<file path="config.mk">
export PLATFORM = sky130hd
export DESIGN_NAME = pmp_csr_bank
export DESIGN_NICKNAME = d
export VERILOG_FILES = /design/src/rtl/pmp_bank_pkg.sv /design/src/rtl/pmp_csr_decode.sv /design/src/rtl/pmp_entry_reg.sv /design/src/rtl/pmp_csr_bank.sv
export SDC_FILE = /design/constraint.sdc
export NUM_CORES = 2
export LEC_CHECK = 0
export ABC_AREA = 1
export BUFFER_PORTS_ARGS = -buffer_cell sky130_fd_sc_hd__buf_4
export CORE_AREA = 2 2 447 449
export DETAILED_ROUTE_END_ITERATION = 16
export DIE_AREA = 0 0 449 451
export GPL_ROUTABILITY_DRIVEN = 0
export PLACE_DENSITY = 0.56
export SYNTH_ARGS = -nofsm -noshare
export SYNTH_HDL_FRONTEND = slang
export SYNTH_HIERARCHICAL = 1
export SYNTH_SLANG_ARGS = --single-unit
export TNS_END_PERCENT = 100
</file>
<file path="constraint.sdc">
create_clock -name clk -period 3.4 [get_ports clk]
set_clock_uncertainty 0.15 [all_clocks]
set_input_delay 0.34 -clock clk [delete_from_list [all_inputs] [get_ports clk]]
set_output_delay 0.34 -clock clk [all_outputs]
set_load 0.02 [all_outputs]
</file>
<file path="src/rtl/pmp_bank_pkg.sv">
`timescale 1ns/1ps
package pmp_bank_pkg;
   localparam int MAX_ENTRIES = 64;
   localparam int ADDR_BITS   = 54;
   localparam int DATA_BITS   = 64;
   localparam logic [11:0] CFG_FIRST  = 12'h3A0;
   localparam logic [11:0] CFG_LAST   = 12'h3AF;
   localparam logic [11:0] ADDR_FIRST = 12'h3B0;
   localparam logic [11:0] ADDR_LAST  = 12'h3EF;
   localparam logic [1:0]  PRIV_MACH  = 2'b11;

   typedef enum logic [1:0] {
      OP_READ  = 2'd0,
      OP_WRITE = 2'd1,
      OP_SET   = 2'd2,
      OP_CLEAR = 2'd3
   } csr_op_e;

   typedef enum logic [1:0] {
      SEL_NONE = 2'd0,
      SEL_CFG  = 2'd1,
      SEL_ADDR = 2'd2
   } sel_e;

   typedef struct packed {
      sel_e       sel;
      logic [5:0] idx;
      logic       illegal;
   } dec_t;

   // read-modify-write combine for one CSR operation
   function automatic logic [DATA_BITS-1:0] apply_op(csr_op_e op,
                                                     logic [DATA_BITS-1:0] old_v,
                                                     logic [DATA_BITS-1:0] wd);
      case (op)
         OP_WRITE: return wd;
         OP_SET:   return old_v | wd;
         OP_CLEAR: return old_v & ~wd;
         default:  return old_v;
      endcase
   endfunction
endpackage

</file>
<file path="src/rtl/pmp_csr_decode.sv">
`timescale 1ns/1ps
module pmp_csr_decode
   import pmp_bank_pkg::*;
(
   input  logic        valid,
   input  logic [11:0] addr,
   input  logic [1:0]  priv,
   input  logic        xlen64,
   output dec_t        dec
);
   logic in_cfg, in_addr;

   always_comb begin
      in_cfg  = (addr >= CFG_FIRST)  && (addr <= CFG_LAST);
      in_addr = (addr >= ADDR_FIRST) && (addr <= ADDR_LAST);
      dec.sel = SEL_NONE;
      dec.idx = '0;
      if (in_cfg) begin
         dec.sel = SEL_CFG;
         dec.idx = {2'b00, addr[3:0]};
      end else if (in_addr) begin
         dec.sel = SEL_ADDR;
         dec.idx = 6'(addr - ADDR_FIRST);
      end
      dec.illegal = valid && (in_cfg || in_addr) &&
                    ((priv != PRIV_MACH) || (xlen64 && in_cfg && addr[0]));
   end
endmodule

</file>
<file path="src/rtl/pmp_entry_reg.sv">
`timescale 1ns/1ps
module pmp_entry_reg #(
   parameter int          ABITS    = 54,
   parameter logic [7:0]  CFG_MASK = 8'h9F,
   parameter logic [7:0]  CFG_RST  = 8'h00,
   parameter logic [ABITS-1:0] ADDR_RST = '0
) (
   input  logic             clk,
   input  logic             rst_n,
   input  logic             cfg_we,
   input  logic [7:0]       cfg_d,
   input  logic             addr_we,
   input  logic [ABITS-1:0] addr_d,
   output logic [7:0]       cfg_q,
   output logic [ABITS-1:0] addr_q
);
   localparam logic [7:0] CFG_RST_LEGAL = CFG_RST & CFG_MASK;

   always_ff @(posedge clk or negedge rst_n) begin
      if (!rst_n) begin
         cfg_q  <= CFG_RST_LEGAL;
         addr_q <= ADDR_RST;
      end else begin
         if (cfg_we)  cfg_q  <= cfg_d & CFG_MASK;
         if (addr_we) addr_q <= addr_d;
      end
   end
endmodule

</file>
<file path="src/rtl/pmp_csr_bank.sv">
`timescale 1ns/1ps
module pmp_csr_bank
   import pmp_bank_pkg::*;
#(
   parameter int         NUM_ENTRIES    = 16,
   parameter logic [7:0] CFG_LEGAL_MASK = 8'h9F,
   parameter logic [MAX_ENTRIES*8-1:0]         CFG_RESET  = '0,
   parameter logic [MAX_ENTRIES*ADDR_BITS-1:0] ADDR_RESET = '0,
   localparam int ENT_W = (NUM_ENTRIES == 0) ? 1 : NUM_ENTRIES
) (
   input  logic                   clk,
   input  logic                   rst_n,
   input  logic                   csr_valid,
   input  logic [11:0]            csr_addr,
   input  logic [1:0]             csr_op,
   input  logic [63:0]            csr_wdata,
   input  logic [1:0]             csr_priv,
   input  logic                   csr_xlen64,
   output logic [63:0]            csr_rdata,
   output logic                   csr_illegal,
   output logic [ENT_W*8-1:0]     entry_cfg,
   output logic [ENT_W*ADDR_BITS-1:0] entry_addr
);
   if (!(NUM_ENTRIES == 0 || NUM_ENTRIES == 16 || NUM_ENTRIES == 64)) begin : g_bad_count
      $error("pmp_csr_bank: NUM_ENTRIES must be 0, 16 or 64");
   end

   dec_t    dec;
   csr_op_e op_e;
   logic    wr_en;
   logic [6:0] nbytes;
   logic [6:0] cfg_base;
   logic [MAX_ENTRIES*8-1:0]         cfg_flat;
   logic [MAX_ENTRIES*ADDR_BITS-1:0] addr_flat;

   pmp_csr_decode i_dec (
      .valid  (csr_valid),
      .addr   (csr_addr),
      .priv   (csr_priv),
      .xlen64 (csr_xlen64),
      .dec    (dec)
   );

   assign op_e     = csr_op_e'(csr_op);
   assign wr_en    = csr_valid && !dec.illegal && (op_e != OP_READ);
   assign nbytes   = csr_xlen64 ? 7'd8 : 7'd4;
   assign cfg_base = {dec.idx[4:0], 2'b00};
   assign csr_illegal = dec.illegal;

   for (genvar e = 0; e < MAX_ENTRIES; e++) begin : g_ent
      if (e < NUM_ENTRIES) begin : g_impl
         logic [6:0]           rel;
         logic                 hit_cfg, hit_addr;
         logic [7:0]           wbyte, cfg_d, cfg_q;
         logic [ADDR_BITS-1:0] addr_raw, addr_d, addr_q;

         always_comb begin
            rel      = 7'(e) - cfg_base;
            hit_cfg  = wr_en && (dec.sel == SEL_CFG) &&
                       (7'(e) >= cfg_base) && (rel < nbytes);
            wbyte    = 8'(csr_wdata >> {rel[2:0], 3'b000});
            cfg_d    = 8'(apply_op(op_e, {56'b0, cfg_q}, {56'b0, wbyte}));
            hit_addr = wr_en && (dec.sel == SEL_ADDR) && (dec.idx == 6'(e));
            addr_raw = ADDR_BITS'(apply_op(op_e, {10'b0, addr_q}, csr_wdata));
            addr_d   = csr_xlen64 ? addr_raw : {22'b0, addr_raw[31:0]};
         end

         pmp_entry_reg #(
            .ABITS    (ADDR_BITS),
            .CFG_MASK (CFG_LEGAL_MASK),
            .CFG_RST  (CFG_RESET[8*e +: 8]),
            .ADDR_RST (ADDR_RESET[ADDR_BITS*e +: ADDR_BITS])
         ) i_reg (
            .clk     (clk),
            .rst_n   (rst_n),
            .cfg_we  (hit_cfg),
            .cfg_d   (cfg_d),
            .addr_we (hit_addr),
            .addr_d  (addr_d),
            .cfg_q   (cfg_q),
            .addr_q  (addr_q)
         );

         assign cfg_flat[8*e +: 8]                     = cfg_q;
         assign addr_flat[ADDR_BITS*e +: ADDR_BITS]    = addr_q;
      end else begin : g_absent
         assign cfg_flat[8*e +: 8]                     = 8'h00;
         assign addr_flat[ADDR_BITS*e +: ADDR_BITS]    = '0;
      end
   end

   if (NUM_ENTRIES == 0) begin : g_out_none
      assign entry_cfg  = '0;
      assign entry_addr = '0;
   end else begin : g_out
      assign entry_cfg  = cfg_flat[NUM_ENTRIES*8-1:0];
      assign entry_addr = addr_flat[NUM_ENTRIES*ADDR_BITS-1:0];
   end

   // packed read image, combinational
   always_comb begin
      int ent;
      logic [ADDR_BITS-1:0] aw;
      csr_rdata = '0;
      aw        = '0;
      ent       = 0;
      if (csr_valid && !dec.illegal) begin
         case (dec.sel)
            SEL_CFG: begin
               for (int b = 0; b < 8; b++) begin
                  ent = int'(cfg_base) + b;
                  if ((b < 4 || csr_xlen64) && ent < MAX_ENTRIES)
                     csr_rdata[8*b +: 8] = cfg_flat[8*ent +: 8];
               end
            end
            SEL_ADDR: begin
               aw = addr_flat[ADDR_BITS*int'(dec.idx) +: ADDR_BITS];
               csr_rdata = csr_xlen64 ? {10'b0, aw} : {32'b0, aw[31:0]};
            end
            default: csr_rdata = '0;
         endcase
      end
   end
endmodule

</file>
==> out/results.ini <==
[floorplanning]
core-area_um2=198000
initial_core_util_pct=30.4
row_count=164
io_pins=1141
die_w_um=449
dieArea_um2=202000
die_y_um=451

[place]
io_buffers=1105
place_hpwl_mm=276
placed_area_um2=75800

[worst_setup_path]
worstSetupPathType=in -> out
cpMostUsedCell=buf_12
cp-start-kind=primary input
end_kind=output port
worstPathRequired_ns=2.91
crit_arrival_ns=3.11
crit_fanout=13
slowest_delay_ns=0.20
crit_slowest_cell=nand4_1

[logic_synthesis]
avgSynthCellArea_um2=6.64
yosysWarnings=6
synth_area_um2=60200
synth_cells=9062

[sta]
drv_slew=0
timing.fmax_ghz=0.278
rsz0062_at_grt=yes
setup_viol=53
post-route-period-util_pct=106
min_period_ns=3.60
slew_headroom_pct=1.06
hold_viol=0
timing.final.ws_setup_ns=-0.203
worstMarginPinSlew_ns=1.48

[power_and_ir_drop]
p_int_w=0.0219
ir_worst_vdd_mv=0.397
clkPwrFrac_pct=40.4
seqPwrFrac_pct=37.8
p_leak_nw=42.2
powerDensity_nw_per_um2=389
switching_share_pct=33.4
p_switching_w=0.0110
combPwrFrac_pct=21.8

[outcome]
status=complete, but fails checks
violations=negative setup slack

[flow_run]
max_cap_viol_count=0

[cts]
clock_latency_ns=0.78
cts_tree=yes
worst_setup_hold_path_clk_slew_ns=0.06
cts.sinks=960
cts_max_level=3
cts_root_buffer=clkbuf_16
clock_path_buffers=3
cts_made_buffers=115

[global_route]
use_met1_pct=42.6
grt_max_degree=125
use_met3_pct=8.83
overflow=0
track_usage_pct=36.2
grt_pass1_wl_mm=525
grt.met2_usage_pct=55.5
antenna_found_initial=12
grt_pass1_vias=66900
top_usage_layer=met2

[detailed_routing]
wl_per_cell_um=29.3
drt_iter0_drc=10100
drt_wl_total_mm=387
ant_nets=0
dr.pass1.iters=8
drc=0
num_vias=72400
vias_per_cell=5.47

[finish]
stdcell_area_um2=84500
drive_above_1_share_pct=25.6
multiInputGateArea_um2=31100
areaGrowthSynthToFinish_pct=40.5
fin_util_pct=42.7
nets=10600
seqCellArea_um2=24000
n_fill_cell=20100

[worst_hold_path]
min_path_type=in -> async

## critical path, delay by kind of cell
kind | cells | cell delay, ns
compound gates | 1 | 0.07
fa+ha+maj | 1 | 0.12
buf+inv | 9 | 1.08
simple gates | 14 | 1.44
## flip-flops by register name (all words and copies together), names as in the netlist
name / flops
g_ent.g_impl.i_reg/cfg_q: 96
g_ent.g_impl.i_reg/addr_q: 864
## through the flow
step	hold WS, ns	setup slack, ns	power (W)	setup TNS, ns	std cells
4_1_cts	0.00561	-0.123	0.0324	-1.83	13200
2_1_floorplan	-0.106	-0.0688	0.0155	-1.04	9078
3_3_place_gp	0.224	-0.800	0.0188	-244.63	12800
5_1_grt	0.0682	-0.277	0.0337	-15.06	13200
6_report	0.0256	-0.203	0.0329	-5.01	13200
3_5_place_dp	0.221	-0.719	0.0188	-197.07	12800
## area by class of cell
type / instances / share of cell area [%]
flip-flops and latches: 960 / 28.4
diodes: 14 / 0.0414
clock buffers: 170 / 4.09
clock inverters: 45 / 0.570
multi-input cells: 6620 / 36.8
well taps: 2656 / 3.93
inverters: 879 / 4.14
repair buffers: 1884 / 22.0
repair inverters: 3 / 0.0488
## repair_timing
| item | in CTS | in global routing |
|---|---|---|
| endpoints found under the setup margin | 64 | 64 |
| setup buffers | 54 | 45 |
| hold buffers | 40 | 0 |
| gates cloned | 19 | 21 |
| pin swaps | 77 | 114 |
| hold endpoints to repair | 625 | 0 |
| gates resized for setup | 368 | 289 |
## path summary, 6_finish.rpt
check	start	end	slack, ns	cells after the start
hold / removal	rst_n	g_ent[12].g_impl.i_reg/addr_q[17]	0.03	2
hold reg to reg	g_ent[6].g_impl.i_reg/addr_q[24]	g_ent[6].g_impl.i_reg/addr_q[24]	0.35	2
max in group asynchronous	rst_n	g_ent[1].g_impl.i_reg/cfg_q[4]	1.84	4
min in group clk	csr_wdata[3]	g_ent[0].g_impl.i_reg/cfg_q[3]	0.07	7
setup reg to reg	g_ent[13].g_impl.i_reg/addr_q[25]	g_ent[13].g_impl.i_reg/addr_q[25]	2.09	6
setup / recovery	csr_addr[4]	csr_rdata[40]	-0.20	25
## routing by layer
metal | part of all wire [%] | up-vias
li1 | - | 31100
met1 | 35 | 34600
met2 | 43 | 5359
met3 | 11 | 1368
met4 | 10 | 4
met5 | 0.0070 | -
## layout by cell type (no fill, tap or decap), types with 98 or more instances in the layout
cell type	count
o21ai_0	754
nand3_1	188
inv_1	840
clkbuf_16	136
buf_12	219
a21oi_2	236
nand4_1	164
buf_6	98
dfrtp_1	960
a21oi_1	226
nor2_1	179
nand2_1	4244
buf_4	1452
## power by group through the flow
stage	sequential (W)	combinational (W)	clock, W
floorplan	0.0129	0.00269	0
global placement	0.0126	0.00619	0
detailed placement	0.0126	0.00625	0
CTS	0.0124	0.00668	0.0133
global route	0.0124	0.00755	0.0137
finish	0.0124	0.00718	0.0133
Power figures use the tool's default switching activity.
